==> src/rtl/sar_ctrl_pkg.sv <==
package sar_ctrl_pkg;
  typedef enum logic [1:0] {
    ST_IDLE = 2'd0,
    ST_HOLD = 2'd1,
    ST_ARM  = 2'd2,
    ST_CONV = 2'd3
  } seq_state_e;
endpackage

==> src/rtl/bus_sync.sv <==
module bus_sync #(
  parameter int N      = 3,
  parameter int STAGES = 2
) (
  input  logic         clk_i,
  input  logic         rst_ni,
  input  logic [N-1:0] d_i,
  output logic [N-1:0] q_o
);
  for (genvar b = 0; b < N; b++) begin : g_bit
    logic [STAGES-1:0] chain_q;
    always_ff @(posedge clk_i or negedge rst_ni) begin
      if (!rst_ni) chain_q <= '1;  // strobes idle high
      else         chain_q <= {chain_q[STAGES-2:0], d_i[b]};
    end
    assign q_o[b] = chain_q[STAGES-1];
  end
endmodule

==> src/rtl/conv_seq.sv <==
module conv_seq
  import sar_ctrl_pkg::*;
#(
  parameter int DATA_W = 8,
  parameter int SLOT_W = 3
) (
  input  logic              clk_i,
  input  logic              rst_ni,
  input  logic              start_req_i,
  input  logic              cmp_below_i,
  output logic [DATA_W-1:0] trial_o,
  output logic [DATA_W-1:0] result_o,
  output logic              xfer_o,
  output logic              busy_o
);
  localparam logic [DATA_W-1:0] MSB_TOKEN = {1'b1, {(DATA_W-1){1'b0}}};

  seq_state_e        state_q;
  logic [SLOT_W-1:0] ph_q;
  logic [DATA_W-1:0] token_q, code_q, decided;
  logic              slot_end;

  assign slot_end = (ph_q == '1);
  assign decided  = cmp_below_i ? (code_q & ~token_q) : code_q;
  assign xfer_o   = (state_q == ST_CONV) && slot_end && token_q[0] && !start_req_i;
  assign result_o = decided;
  assign trial_o  = code_q;
  assign busy_o   = (state_q != ST_IDLE);

  always_ff @(posedge clk_i or negedge rst_ni) begin
    if (!rst_ni) begin
      state_q <= ST_IDLE;
      ph_q    <= '0;
      token_q <= '0;
      code_q  <= '0;
    end else begin
      ph_q <= ph_q + 1'b1;  // free-running slot phase
      if (start_req_i) begin
        state_q <= ST_HOLD;
        token_q <= '0;
        code_q  <= '0;
      end else begin
        unique case (state_q)
          ST_HOLD, ST_ARM: begin
            if (slot_end) begin
              state_q <= ST_CONV;
              token_q <= MSB_TOKEN;
              code_q  <= MSB_TOKEN;
            end else begin
              state_q <= ST_ARM;
            end
          end
          ST_CONV: begin
            if (slot_end) begin
              if (token_q[0]) begin
                state_q <= ST_IDLE;
                token_q <= '0;
                code_q  <= '0;
              end else begin
                token_q <= token_q >> 1;
                code_q  <= decided | (token_q >> 1);
              end
            end
          end
          default: ;
        endcase
      end
    end
  end

  p_token_onehot_r5: assert property (@(posedge clk_i) disable iff (!rst_ni)
    $onehot0(token_q));
  p_start_hold_r3: assert property (@(posedge clk_i) disable iff (!rst_ni)
    start_req_i |=> (state_q == ST_HOLD) && (trial_o == '0));
  p_conv_token_r6: assert property (@(posedge clk_i) disable iff (!rst_ni)
    (state_q == ST_CONV) |-> (token_q != '0));
endmodule

==> src/rtl/out_stage.sv <==
module out_stage #(
  parameter int DATA_W = 8
) (
  input  logic              clk_i,
  input  logic              rst_ni,
  input  logic              hold_i,
  input  logic              xfer_i,
  input  logic [DATA_W-1:0] result_i,
  input  logic              rd_req_i,
  output logic [DATA_W-1:0] data_o,
  output logic              data_oe_o,
  output logic              intr_no
);
  logic [DATA_W-1:0] latch_q;
  logic              xfer_d_q, intr_q;

  always_ff @(posedge clk_i or negedge rst_ni) begin
    if (!rst_ni) begin
      latch_q  <= '0;
      xfer_d_q <= 1'b0;
      intr_q   <= 1'b0;
    end else begin
      xfer_d_q <= xfer_i;
      if (xfer_i) latch_q <= result_i;
      if (hold_i)        intr_q <= 1'b0;
      else if (xfer_d_q) intr_q <= 1'b1;  // completion wins over a read
      else if (rd_req_i) intr_q <= 1'b0;
    end
  end

  assign data_oe_o = rd_req_i;
  assign data_o    = rd_req_i ? latch_q : '0;
  assign intr_no   = ~intr_q;

  p_latch_stable_r9: assert property (@(posedge clk_i) disable iff (!rst_ni)
    !xfer_i |=> $stable(latch_q));
  p_intr_after_xfer_r7: assert property (@(posedge clk_i) disable iff (!rst_ni)
    (xfer_d_q && !hold_i) |=> intr_q);
  p_rd_clears_r8: assert property (@(posedge clk_i) disable iff (!rst_ni)
    (rd_req_i && !xfer_d_q) |=> !intr_q);
  p_hold_clears_r2: assert property (@(posedge clk_i) disable iff (!rst_ni)
    hold_i |=> !intr_q);
endmodule

==> src/rtl/sar_conv_ctrl.sv <==
module sar_conv_ctrl #(
  parameter int DATA_W      = 8,
  parameter int SLOT_W      = 3,
  parameter int SYNC_STAGES = 2
) (
  input  logic              clk_i,
  input  logic              rst_ni,
  input  logic              cs_ni,
  input  logic              wr_ni,
  input  logic              rd_ni,
  input  logic              cmp_below_i,
  output logic [DATA_W-1:0] trial_o,
  output logic [DATA_W-1:0] data_o,
  output logic              data_oe_o,
  output logic              intr_no,
  output logic              busy_o
);
  logic [2:0]        strb_s;
  logic              start_req, rd_req, xfer;
  logic [DATA_W-1:0] result;

  bus_sync #(.N(3), .STAGES(SYNC_STAGES)) u_sync (
    .clk_i (clk_i),
    .rst_ni(rst_ni),
    .d_i   ({rd_ni, wr_ni, cs_ni}),
    .q_o   (strb_s)
  );

  assign start_req = ~strb_s[0] & ~strb_s[1];
  assign rd_req    = ~strb_s[0] & ~strb_s[2];

  conv_seq #(.DATA_W(DATA_W), .SLOT_W(SLOT_W)) u_seq (
    .clk_i      (clk_i),
    .rst_ni     (rst_ni),
    .start_req_i(start_req),
    .cmp_below_i(cmp_below_i),
    .trial_o    (trial_o),
    .result_o   (result),
    .xfer_o     (xfer),
    .busy_o     (busy_o)
  );

  out_stage #(.DATA_W(DATA_W)) u_out (
    .clk_i    (clk_i),
    .rst_ni   (rst_ni),
    .hold_i   (start_req),
    .xfer_i   (xfer),
    .result_i (result),
    .rd_req_i (rd_req),
    .data_o   (data_o),
    .data_oe_o(data_oe_o),
    .intr_no  (intr_no)
  );
endmodule

==> config.mk <==
export PLATFORM = sky130hd
export DESIGN_NAME = sar_conv_ctrl
export DESIGN_NICKNAME = d
export VERILOG_FILES = /design/src/rtl/sar_ctrl_pkg.sv /design/src/rtl/bus_sync.sv /design/src/rtl/conv_seq.sv /design/src/rtl/out_stage.sv /design/src/rtl/sar_conv_ctrl.sv
export SDC_FILE = /design/constraint.sdc
export NUM_CORES = 1
export LEC_CHECK = 0
export ABC_AREA = 0
export BUFFER_PORTS_ARGS = -buffer_cell sky130_fd_sc_hd__clkbuf_2
export CAP_MARGIN = 30
export CORE_ASPECT_RATIO = 2
export CORE_UTILIZATION = 35
export CTS_CLUSTER_SIZE = 14
export DETAILED_ROUTE_END_ITERATION = 7
export GPL_ROUTABILITY_DRIVEN = 0
export PLACE_DENSITY = 0.55
export SYNTH_ARGS = -nofsm -noshare
export SYNTH_HDL_FRONTEND = slang
export SYNTH_HIERARCHICAL = 1
export SYNTH_SLANG_ARGS = --single-unit
==> constraint.sdc <==
create_clock -name clk_i -period 3.1 [get_ports clk_i]
set_input_delay 0.31 -clock clk_i [delete_from_list [all_inputs] [get_ports clk_i]]
set_output_delay 0.31 -clock clk_i [all_outputs]
set_load 0.01 [all_outputs]
# Word level (Yosys, flattened, before mapping)
# Cells that the tools add are included.
# op_classes
n_addsub,1
eq_ne,7
mux,19
bitwise,9
reduce_logical,10
# ops
operator,count
$mux 8,8
$pmux 8 s2,2
$ne 3x1->1 const B,3
$and 8x8->8,1
$not 8->8,1
$or 8x7->8,1
$mux 7,1
$mux 2,3
$reduce_and 3->1,2
$reduce_bool 3->1,2
$eq 2x2->1 const B,2
$mux 1,4
$not 1->1,4
$pmux 2 s2,1
$add 3x1->3 const B,1
$eq 3x3->1 const B,1
$logic_and 1x1->1,3
$and 1x1->1,2
$eq 2x1->1 const B,1
$reduce_bool 2->1,1
$reduce_or 2->1,1
$logic_not 1->1,1
# totals
register_bits,37
in_bits,6
out_inout_bits,19
wordCells,56

# Longest topological paths before layout
# Gate-level depths: netlist of the first run.
# logic_depth
ltp_word,8
ltp_mapped,6
mapped_depth_nobuf,5

# By module
# The synthesis of the first run kept the hierarchy.
# modules_own_cells
module,instances,cells_each,area_each_um2
conv_seq,1,81,984.7
out_stage,1,32,457.9
bus_sync,1,9,180.2
sar_conv_ctrl,1,2,7.5

# Worst setup path after synthesis of the first run
# No wires, ideal clock.
# synth_path
path_type,reg-to-reg
startpoint,register u_sync.g_bit[0].chain_q[1]
endpoint,register u_out.latch_q[0]
arrival_time_ps,1552
slack_ps,1423
path_stages_with_launch,7
n_path_buf,3
path_cell_list,dfstp_2 > buf_4 > nor2_1 > clkbuf_1 > nor3_1 > buf_6 > mux2_4
# synth_between
elab_chain_len,4
# synth_rtl
item,line,source
"start, declared",bus_sync.sv:11,logic [STAGES-1:0] chain_q;
"start signal, assigned",bus_sync.sv:14,"else chain_q <= {chain_q[STAGES-2:0], d_i[b]};"
$not 1->1,sar_conv_ctrl.sv:29,assign start_req = ~strb_s[0] & ~strb_s[1];
$and 1x1->1,sar_conv_ctrl.sv:29,
net start_req,sar_conv_ctrl.sv:19,"logic start_req, rd_req, xfer;"
$logic_not 1->1,conv_seq.sv:25,assign xfer_o = (state_q == ST_CONV) && slot_end && token_q[0] && !start_req_i;
$logic_and 1x1->1,conv_seq.sv:25,
net xfer,sar_conv_ctrl.sv:19,
"end signal, assigned",out_stage.sv:24,if (xfer_i) latch_q <= result_i;
"end, declared",out_stage.sv:14,logic [DATA_W-1:0] latch_q;
# The timed path passes the listed nets, and every way through them passes these cells.
# A chain may end at the register's enable or synchronous reset.

# Worst setup path after layout of the first run
# layout_path
startpoint,register u_seq.state_q[0]
endpoint,register u_seq.token_q[5]
# layout_between
elab_chain_len,4
elab_cells_between_ends,10
cone_classes,eq/ne (5); mux (2); reduce/logical (3)
# layout_rtl
item,line,source
"start, declared",conv_seq.sv:18,seq_state_e state_q;
"start signal, assigned",conv_seq.sv:32,state_q <= ST_IDLE;
"start signal, assigned",conv_seq.sv:39,state_q <= ST_HOLD;
"start signal, assigned",conv_seq.sv:46,state_q <= ST_CONV;
$eq 2x1->1 or $eq 2x2->1 (tied branches),conv_seq.sv:43,unique case (state_q)
$reduce_or 2->1,conv_seq.sv:43,
"$ne 3x1->1 (no source line), or another cell as far along",n/a,
$reduce_and 3->1 (no source line) or $mux 8 (tied branches),n/a,
"end signal, assigned",conv_seq.sv:60,token_q <= token_q >> 1;
"end, declared",conv_seq.sv:20,"logic [DATA_W-1:0] token_q, code_q, decided;"
# Parallel ways exist; a longest one is shown, timed or not.

==> results of run 1 <==
[metrics by stage]
| stage | instance area (um2) | worst slack (ns) | instances | power [uW] | util |
|---|---|---|---|---|---|
| 2_1_floorplan | 1630 | 1.42 | 124 | 651 | - |
| 3_3_place_gp | 1760 | 1.29 | 195 | 691 | 0.398 |
| 3_5_place_dp | 1760 | 1.23 | 195 | 704 | 0.398 |
| 4_1_cts | 1840 | 1.19 | 203 | 1030 | 0.417 |
| 5_1_grt | 1870 | 1.08 | 205 | 1080 | 0.424 |
| 6_report | 1870 | 1.18 | 205 | 1020 | 0.424 |
[cells by family (layout without fill, tap and decap cells)]
| kind of cell | after synthesis | count (layout) | synth area share |
|---|---|---|---|
| AOI/OAI and AO/OA | 31 | 31 | 0.176 |
| muxes | 8 | 8 | 0.0737 |
| DFF | 37 | 37 | 0.573 |
| adders and majority gates | 4 | 4 | 0.0307 |
| and+or+nand+nor | 29 | 29 | 0.0921 |
| buffers and inverters | 15 | 42 | 0.0553 |
[area by class of cell]
type                    count  area, um2
clock buffers               6       72.6
clock inverters             2       10.0
fillers                   444       2550
inverters                   7       26.3
multi-input cells          72        607
flip-flops and latches     37        933
well taps                  54       67.6
repair buffers             27        158
[sequential cells by signal (all words and copies together), names as in the netlist]
name                  count
u_seq/trial_o             8
u_seq/token_q             8
u_out/xfer_d_q            1
u_seq/ph_q                3
u_out/intr_q              1
u_seq/state_q             2
u_sync/g_bit.chain_q      6
u_out/latch_q             8
[critical path: cells and delay by family (launching register included)]
family | cells | cell delay (ns)
AO/OA/AOI/OAI | 2 | 0.46
adder cells (fa/ha/maj) | 1 | 0.36
buffers and inverters | 1 | 0.06
flip-flops | 1 | 0.41
AND/OR/NAND/NOR | 1 | 0.55
[routing by layer]
metal  vias to the layer above  routed length, um  global-route usage
met5                         -                  0                   0
met4                         0                 69              0.0791
met3                         7                 78              0.0324
li1                        477                  -                   -
met1                       513               1260               0.159
met2                        16               1810               0.258
[worst paths after layout]
kind / start / end / slack (ns) / cells after the start
worst min-delay path: cs_ni / u_sync/g_bit[0].chain_q[0] / 0.1 / 1
worst max register to register: u_seq/state_q[0] / u_seq/token_q[5] / 1.18 / 5
worst min register to register: u_sync/g_bit[2].chain_q[0] / u_sync/g_bit[2].chain_q[1] / 0.36 / 0
min in group asynchronous: rst_ni / u_seq/trial_o[5] / 0.41 / 2
max in group asynchronous: rst_ni / u_sync/g_bit[2].chain_q[1] / 2.19 / 3
worst max-delay path: u_seq/state_q[0] / u_seq/token_q[5] / 1.18 / 5
[cell usage in the layout (no fill, tap or decap)]
cell | Yosys | final
a2bb2oi_1 | 1 | 1
nand2_1 | 1 | 1
nand2b_1 | 2 | 2
nor3_2 | 1 | 1
clkbuf_2 | 0 | 24
nor3_1 | 2 | 2
and2_1 | 8 | 8
dfrtp_1 | 31 | 31
nand2_2 | 1 | 1
clkbuf_8 | 0 | 5
a21boi_0 | 8 | 8
or3_1 | 1 | 1
buf_12 | 0 | 1
buf_4 | 5 | 1
inv_1 | 7 | 7
o22ai_1 | 1 | 1
o21bai_1 | 1 | 1
clkinv_2 | 0 | 2
mux2_4 | 8 | 8
a21oi_1 | 3 | 3
nor2_2 | 1 | 1
a21boi_1 | 1 | 1
o2bb2ai_2 | 7 | 7
ha_1 | 4 | 4
a211oi_1 | 1 | 1
a22o_1 | 7 | 7
nor2_1 | 12 | 12
o21a_1 | 1 | 1
clkbuf_1 | 1 | 1
dlygate4sd3_1 | 0 | 1
dfstp_2 | 6 | 6
[repair_timing]
item | in CTS | in global routing
hold buffers | 0 | 1
endpoints found under the setup margin | 0 | 0
hold endpoints to repair | 0 | 7
buffers inserted | 0 | 0
[where the power goes]
part	total (uW)	switching [uW]	internal, uW
Sequential	538	26.2	512
Clock	320	165	156
Combinational	162	93.8	68.1
==> metrics.yaml, run 1 <==
p_leak_uw: 0.000887
detail_route.wl_per_cell_um: 15.7
cp_max_fo: 14
ys_async_sr_fraction: 1.00
crit_chain: "inv_1 > ha_1 > o21a_1 > nor2_2 > a22o_1"
critPathRequiredTime_ns: 3.32
syn_avg_cell_area_um2: 13.1
startpoint_type: "flip-flop"
yosysMostFrequentCell: "dfrtp_1"
core_area_um2: 4420
synth_flop_cell: "dfrtp_1"
syn_nets: 134
yosys_register_bits: 37
io_pins: 25
fp.dieW_um: 50.3
dieArea_um2: 4950
crit_type: "flip-flop to flip-flop"
initial_core_util: 0.368
yosysUniqueCellTypes: 27
cts_root_buffer: "clkbuf_8"
tns_ns: 0
rsz0062_at_grt: "false"
dp_hpwl_mm: 2.32
die_h_um: 98.5
cts_sinks: 37
hold_violations: 0
setup_viol: 0
grt_max_degree: 38
nNetsFinal: 160
hold_class: "input pin to flip-flop"
ir_worst_vdd_mv: 0.278
run_status: "finished, final reports clean"
antenna_cells: 0
drt-initial-drc-count: 26
cpPeakStageDelay_ns: 0.55
p_per_area_nw_per_um2: 544
synth_top_area_cell: "dfrtp_1"
seq_area_frac_synth: 0.573
slew_headroom: 0.523
grt_usage: 0.148
grt_pass1_vias: 1104
grt_overflow_total: 0
synth_edf_count: 0
worstMarginPinSlew_ns: 0.714
grt_pass1_wl_mm: 5.40
cp_data_arrival_time_ns: 2.14
first_pass_iters: 4
end_kind: "flip-flop"
insertion_delay_ns: 0.29
drt-total-wl_mm: 3.22
ant_nets: 0
ys_top_cells_by_count: "dfrtp_1 (31), nor2_1 (12), a21boi_0 (8), and2_1 (8), mux2_4 (8)"
syn_to_final_growth_pct: 15.0
synth_area_leaders: "dfrtp_1 (48%), dfstp_2 (9.7%), mux2_4 (7.4%)"
ctsResizeCount: 0
drive_gt1_frac: 0.377
vias_per_cell: 4.94
maxCapViolCount: 0
finClkSkew_ns: 0.0103
fp-row-count: 34
io_buffer_count: 24
cts_buffers: 5
whs_ns: 0.0973
drc: 0
synth_warnings: 6
antenna_found_initial: 0
path_clk_slew_ns: 0.07
num_vias: 1013
period_minus_slack_ns: 1.92
synthCells: 124
synthDominantCellAreaShare: 0.476
crit_slowest_cell: "nor2_2"
max_freq_mhz: 521
cts_tree: "built"
clockBufferDepth: 2
netlist_area_um2: 1630
slew_viol_final: 0
min_period_over_period: 0.620
htree_levels: 2
Note: power is estimated with default switching activity, not from simulation.
==> inputs of run 2 (changes only) <==
ABC_AREA = 1   (was 0)
clock period = 1.81 ns   (was 3.1 ns; I/O delays follow)
==> metrics.yaml, run 2 <==
clockBufferDepth: 2  # unchanged
crit_type: "flip-flop to output port"
worstMarginPinSlew_ns: 0.589  # -0.125 ns
dp_hpwl_mm: 1.97  # -15%
syn_avg_cell_area_um2: 9.16  # -30%
dp_slack_ns: 0.272  # -0.960 ns
antenna_cells: 0  # unchanged
yosys_register_bits: 37  # unchanged
switchingPower_uw: 544  # +91%
hold_violations: 0  # unchanged
yosysMostFrequentCell: "nand2_1"
cts_root_buffer: "clkbuf_8"
ys_async_sr_fraction: 1.00  # unchanged
cts_setup_buffers: 0  # unchanged
syn_nets: 189  # +41%
synthMuxAreaShare: 0  # -0.0737
ir_worst_vdd_mv: 0.560  # +100%
p_comb_frac: 0.205  # +0.046
p_leak_uw: 0.000998  # +13%
core_area_um2: 4420  # unchanged
grt_pass1_wl_mm: 4.87  # -9.8%
seq_area_frac_synth: 0.569  # -0.00306
period_minus_slack_ns: 1.58
synth_top_family_by_area: "simple AND/OR/NAND/NOR gates"
dieArea_um2: 4980  # +0.52%
synthDominantCellAreaShare: 0.473  # -0.00254
fp-row-count: 34  # unchanged
final_cell_mix: "nand2_1 (46), inv_1 (33), dfrtp_1 (31)"
hold_class: "flip-flop to flip-flop"
yosys.area_share.simple: 0.163  # +0.0713
p_per_area_nw_per_um2: 992  # +82%
grt_max_degree: 38  # unchanged
detail_route.wl_per_cell_um: 10.4  # -34%
grt_usage: 0.128  # -0.0194
antenna_found_initial: 0  # unchanged
synth_area_leaders: "dfrtp_1 (47%), nand2_1 (11%), dfstp_2 (9.6%)"
drive_gt1_frac: 0.219  # -0.158
setup_viol: 0  # unchanged
min_period_over_period: 0.874
initial_core_util: 0.370  # +0.00198
ys_top_cells_by_count: "nand2_1 (46), inv_1 (33), dfrtp_1 (31)"
synth_xor_area_frac: 0  # unchanged
cts_tree: "built"
htree_levels: 2  # unchanged
utilization: 0.432  # +0.00820
drc: 0  # unchanged
startpoint_type: "flip-flop"
insertion_delay_ns: 0.28  # about the same
io_pins: 25  # unchanged
synth_warnings: 6  # unchanged
sw_frac_of_total: 0.287  # +0.00770
total_power_uw: 1900  # +86%
fp.dieW_um: 50.4  # +0.26%
synthCells: 179  # +44%
syn_to_final_growth_pct: 16.6
finClkSkew_ns: 0.00759  # -0.00269 ns
synth_top_area_cell: "dfrtp_1"
drt-total-wl_mm: 2.74  # -15%
intPower_uw: 1350  # +84%
run_status: "finished, final reports clean"
setup_slack_ns: 0.227  # -0.952 ns
cp_data_arrival_time_ns: 1.40  # -0.74 ns
tns_ns: 0  # unchanged
slew_viol_final: 0  # unchanged
slew_headroom: 0.606  # +0.0824
synth_flop_cell: "dfrtp_1"
drt-initial-drc-count: 24  # -7.7%
ctsResizeCount: 0  # unchanged
grt_overflow_total: 0  # unchanged
cp_max_fo: 10  # -4
ctsHoldBuffers: 4  # +4
maxCapViolCount: 0  # unchanged
max_freq_mhz: 632
end_kind: "output port"
power_frac_seq: 0.497  # -0.030
clkPwrFrac: 0.298  # -0.016
final_common_cell: "nand2_1"
rsz0062_at_grt: "false"
synth_compound_area_frac: 0.119  # -0.0567
path_clk_slew_ns: 0.06  # about the same
critPathRequiredTime_ns: 1.63  # -1.69 ns
yosysUniqueCellTypes: 19  # -30%
synth_adder_area_share: 0.0305  # -0.000164
cts_buffers: 5  # unchanged
ant_nets: 0  # unchanged
num_vias: 1153  # +14%
synth_edf_count: 0  # unchanged
netlist_area_um2: 1640  # +0.54%
die_h_um: 98.8  # +0.26%
vias_per_cell: 4.37  # -12%
grt_pass1_vias: 1140  # +3.3%
first_pass_iters: 4  # unchanged
cts_sinks: 37  # unchanged
io_buffer_count: 24  # unchanged
nNetsFinal: 219  # +37%
run 2: cells by family (layout without fill, tap and decap cells):
group | Yosys count | in the layout
buffers and inverters | 41 | 72
AOI/OAI and AO/OA | 33 | 33
adders and majority gates | 4 | 4
and+or+nand+nor | 64 | 64
DFF | 37 | 37
run 2: worst paths after layout:
kind	cells past startpoint	to	from	slack (ns)
max in group asynchronous	3	u_sync/g_bit[2].chain_q[1]	rst_ni	0.98
min reg2reg	0	u_sync/g_bit[2].chain_q[1]	u_sync/g_bit[2].chain_q[0]	0.36
min	0	u_sync/g_bit[2].chain_q[1]	u_sync/g_bit[2].chain_q[0]	0.36
max reg2reg	4	u_seq/trial_o[6]	u_seq/ph_q[0]	0.29
min in group asynchronous	3	u_seq/token_q[4]	rst_ni	0.47
max	4	data_o[1]	u_sync/g_bit[0].chain_q[1]	0.23
run 2: through the flow:
| stage | cell area, um2 | std cells | hold WS [ns] |
|---|---|---|---|
| 3_5_place_dp | 1780 | 252 | 0.250 |
| 2_1_floorplan | 1640 | 179 | -0.115 |
| 3_3_place_gp | 1780 | 252 | 0.256 |
| 5_1_grt | 1910 | 264 | 0.358 |
| 6_report | 1910 | 264 | 0.355 |
| 4_1_cts | 1910 | 264 | 0.357 |
run 2: final cells by class:
class,instances,area (um2)
sequential,37,933
timing repair buffer,31,183
fill,487,2510
clock buffer,8,90.1
multi-input combinational,101,513
inverter,33,124
tap,54,67.6
run 2: per-layer routing:
layer / routed length, um / global-route usage
met2: 1450 / 0.226
met5: 0 / 0
met1: 1170 / 0.145
met3: 81 / 0.0247
met4: 34 / 0.0577
run 2: power by group through the flow:
stage / clock [uW] / combinational [uW] / sequential (uW)
floorplan: 0 / 276 / 950
global placement: 0 / 390 / 959
detailed placement: 0 / 386 / 958
CTS: 596 / 396 / 943
global route: 615 / 446 / 950
finish: 565 / 388 / 943
run 2: critical path, cell delays in order, from the launching register on:
cell and delay [ns]:
dfstp_2 0.37, nor2_1 0.46, nand2_1 0.10, inv_1 0.07, clkbuf_2 0.13
==> inputs of run 3 (changes only) <==
==> constraint.sdc (replaced) <==
create_clock -name clk_i -period 1.81 [get_ports clk_i]
set_input_delay 0 -clock clk_i [delete_from_list [all_inputs] [get_ports clk_i]]
set_output_delay 0 -clock clk_i [all_outputs]
set_load 0.01 [all_outputs]
==> metrics.yaml, run 3 (synthesized netlist as in run 2, its figures left out) <==
run_status: "finished, final reports clean"
cts_tree: "built"
end_kind: "flip-flop"
slew_headroom: 0.478  # -0.127
intPower_uw: 1390  # +2.7%
ctsResizeCount: 0  # unchanged
clkPwrFrac: 0.318  # +0.020
utilization: 0.438  # +0.00594
period_minus_slack_ns: 1.49  # -0.0900 ns
crit_slowest_cell: "nand4_2"
startpoint_type: "flip-flop"
cts_sinks: 37  # unchanged
grt_overflow_total: 0  # unchanged
min_period_over_period: 0.825  # -0.0497
nNetsFinal: 221  # +0.91%
drc: 0  # unchanged
hold_violations: 0  # unchanged
insertion_delay_ns: 0.29  # about the same
ir_worst_vdd_mv: 0.613  # +9.4%
cp_data_arrival_time_ns: 1.70  # +0.30 ns
detail_route.wl_per_cell_um: 10.4  # +0.19%
ant_nets: 0  # unchanged
cts_buffers: 5  # unchanged
sw_frac_of_total: 0.288  # +0.00112
path_clk_slew_ns: 0.07  # about the same
grt_usage: 0.131  # +0.00252
grt_pass1_wl_mm: 4.91  # +0.84%
fp.dieW_um: 50.4  # unchanged
grt_max_degree: 34  # -11%
setup_viol: 0  # unchanged
antenna_found_initial: 0  # unchanged
min-delay-start: "cmp_below_i"
cts_root_buffer: "clkbuf_8"
rsz0062_at_grt: "false"
final_cell_mix: "nand2_1 (46), inv_1 (33), dfrtp_1 (31)"
r2r_start: "u_seq/ph_q[0]"
cpMostUsedCell: "ha_1"
syn_to_final_growth_pct: 18.2
max_freq_mhz: 670  # +6.0%
tns_ns: 0  # unchanged
cpPeakStageDelay_ns: 0.39  # -0.07 ns
fp-row-count: 34  # unchanged
cp_max_fo: 14  # +4
worst_r2r_endpoint: "u_seq/trial_o[5]"
total_power_uw: 1950  # +2.8%
initial_core_util: 0.370  # unchanged
htree_levels: 2  # unchanged
grt_pass1_vias: 1122  # -1.6%
clockBufferDepth: 2  # unchanged
vias_per_cell: 4.32  # -1.0%
whs_ns: 0.181  # -0.174 ns
first_pass_iters: 4  # unchanged
p_per_area_nw_per_um2: 1010  # +1.4%
crit_chain: "ha_1 > ha_1 > nand4_2 > o21ai_0"
worstMarginPinSlew_ns: 0.782  # +0.193 ns
dp_hpwl_mm: 2.03  # +3.1%
num_vias: 1150  # -0.26%
io_pins: 25  # unchanged
critPathRequiredTime_ns: 2.01  # +0.38 ns
crit_type: "flip-flop to flip-flop"
p_comb_frac: 0.198  # -0.007
antenna_cells: 0  # unchanged
maxCapViolCount: 0  # unchanged
rrSetupSlack_ns: 0.32  # +0.03 ns
p_leak_uw: 0.00102  # +1.9%
finClkSkew_ns: 0.00361  # -0.00398 ns
reg2regPathDepth: 4  # unchanged
core_area_um2: 4420  # unchanged
holdPathStages: 4  # +4
drt-total-wl_mm: 2.76  # +0.95%
design_area_um2: 1940  # +1.4%
switchingPower_uw: 561  # +3.2%
dieArea_um2: 4980  # unchanged
io_buffer_count: 24  # unchanged
die_h_um: 98.8  # unchanged
hold_end: "u_out/latch_q[1]"
drt-initial-drc-count: 14  # -42%
final_common_cell: "nand2_1"
place_area_um2: 1800  # +0.84%
slew_viol_final: 0  # unchanged
power_frac_seq: 0.484  # -0.013
hold_class: "input pin to flip-flop"
drive_gt1_frac: 0.236  # +0.0168
## run 3: cell types whose count changed in the layout (fill, tap and decap cells not counted), sizes merged
cell    change
clkinv      +1
buf         +2
clkbuf      -1
## run 3: timing repair
action	CTS	global route
setup buffers	0	0
hold buffers	4	0
hold endpoints to repair	34	0
## run 3: worst max path at each step
stage	from	end	slack [ns]	depth (start not counted)
global route	u_seq/ph_q[0]	u_seq/trial_o[5]	0.12	4
floorplan	u_sync/g_bit[0].chain_q[1]	u_out/latch_q[0]	0.30	7
global placement	u_seq/ph_q[0]	u_seq/trial_o[1]	0.27	4
finish	u_seq/ph_q[0]	u_seq/trial_o[5]	0.32	4
CTS	u_seq/ph_q[0]	u_seq/trial_o[5]	0.28	4
detailed placement	u_seq/ph_q[0]	u_seq/trial_o[5]	0.30	4
## run 3: critical path: cells and delay by family (launching register included)
kind,cells,cell delay [ns]
DFF,1,0.35
AOI/OAI and AO/OA,1,0.28
adders and majority gates,2,0.39
and+or+nand+nor,1,0.39
## run 3: through the flow
stage	cells	setup WS [ns]
final	266	0.318
after detailed placement	254	0.299
after global routing	266	0.121
after CTS	266	0.276
after floorplan	179	0.298
after global placement	254	0.275
## run 3: power groups by stage
stage	Combinational, uW	Sequential [uW]	Clock [uW]
after global placement	392	958	0
after CTS	399	945	651
after floorplan	276	950	0
final	387	943	620
after detailed placement	389	961	0
after global routing	444	954	676
## run 3: per-layer routing
metal  routed length, um  part of all wire  track usage  up-vias
li1                    -                 -            -      608
met2                1430              0.52        0.224       18
met4                  73             0.026       0.0641        0
met5                   0                 0            0        -
met1                1170              0.42        0.150      518
met3                  84             0.030       0.0278        6
## run 3: cell type report
type | instances | area (um2)
Fill cell | 478 | 2490
Sequential cell | 37 | 933
Multi-Input combinational cell | 101 | 513
Timing Repair Buffer | 33 | 198
Inverter | 33 | 124
Clock buffer | 7 | 96.3
Tap cell | 54 | 67.6
Clock inverter | 1 | 5.00
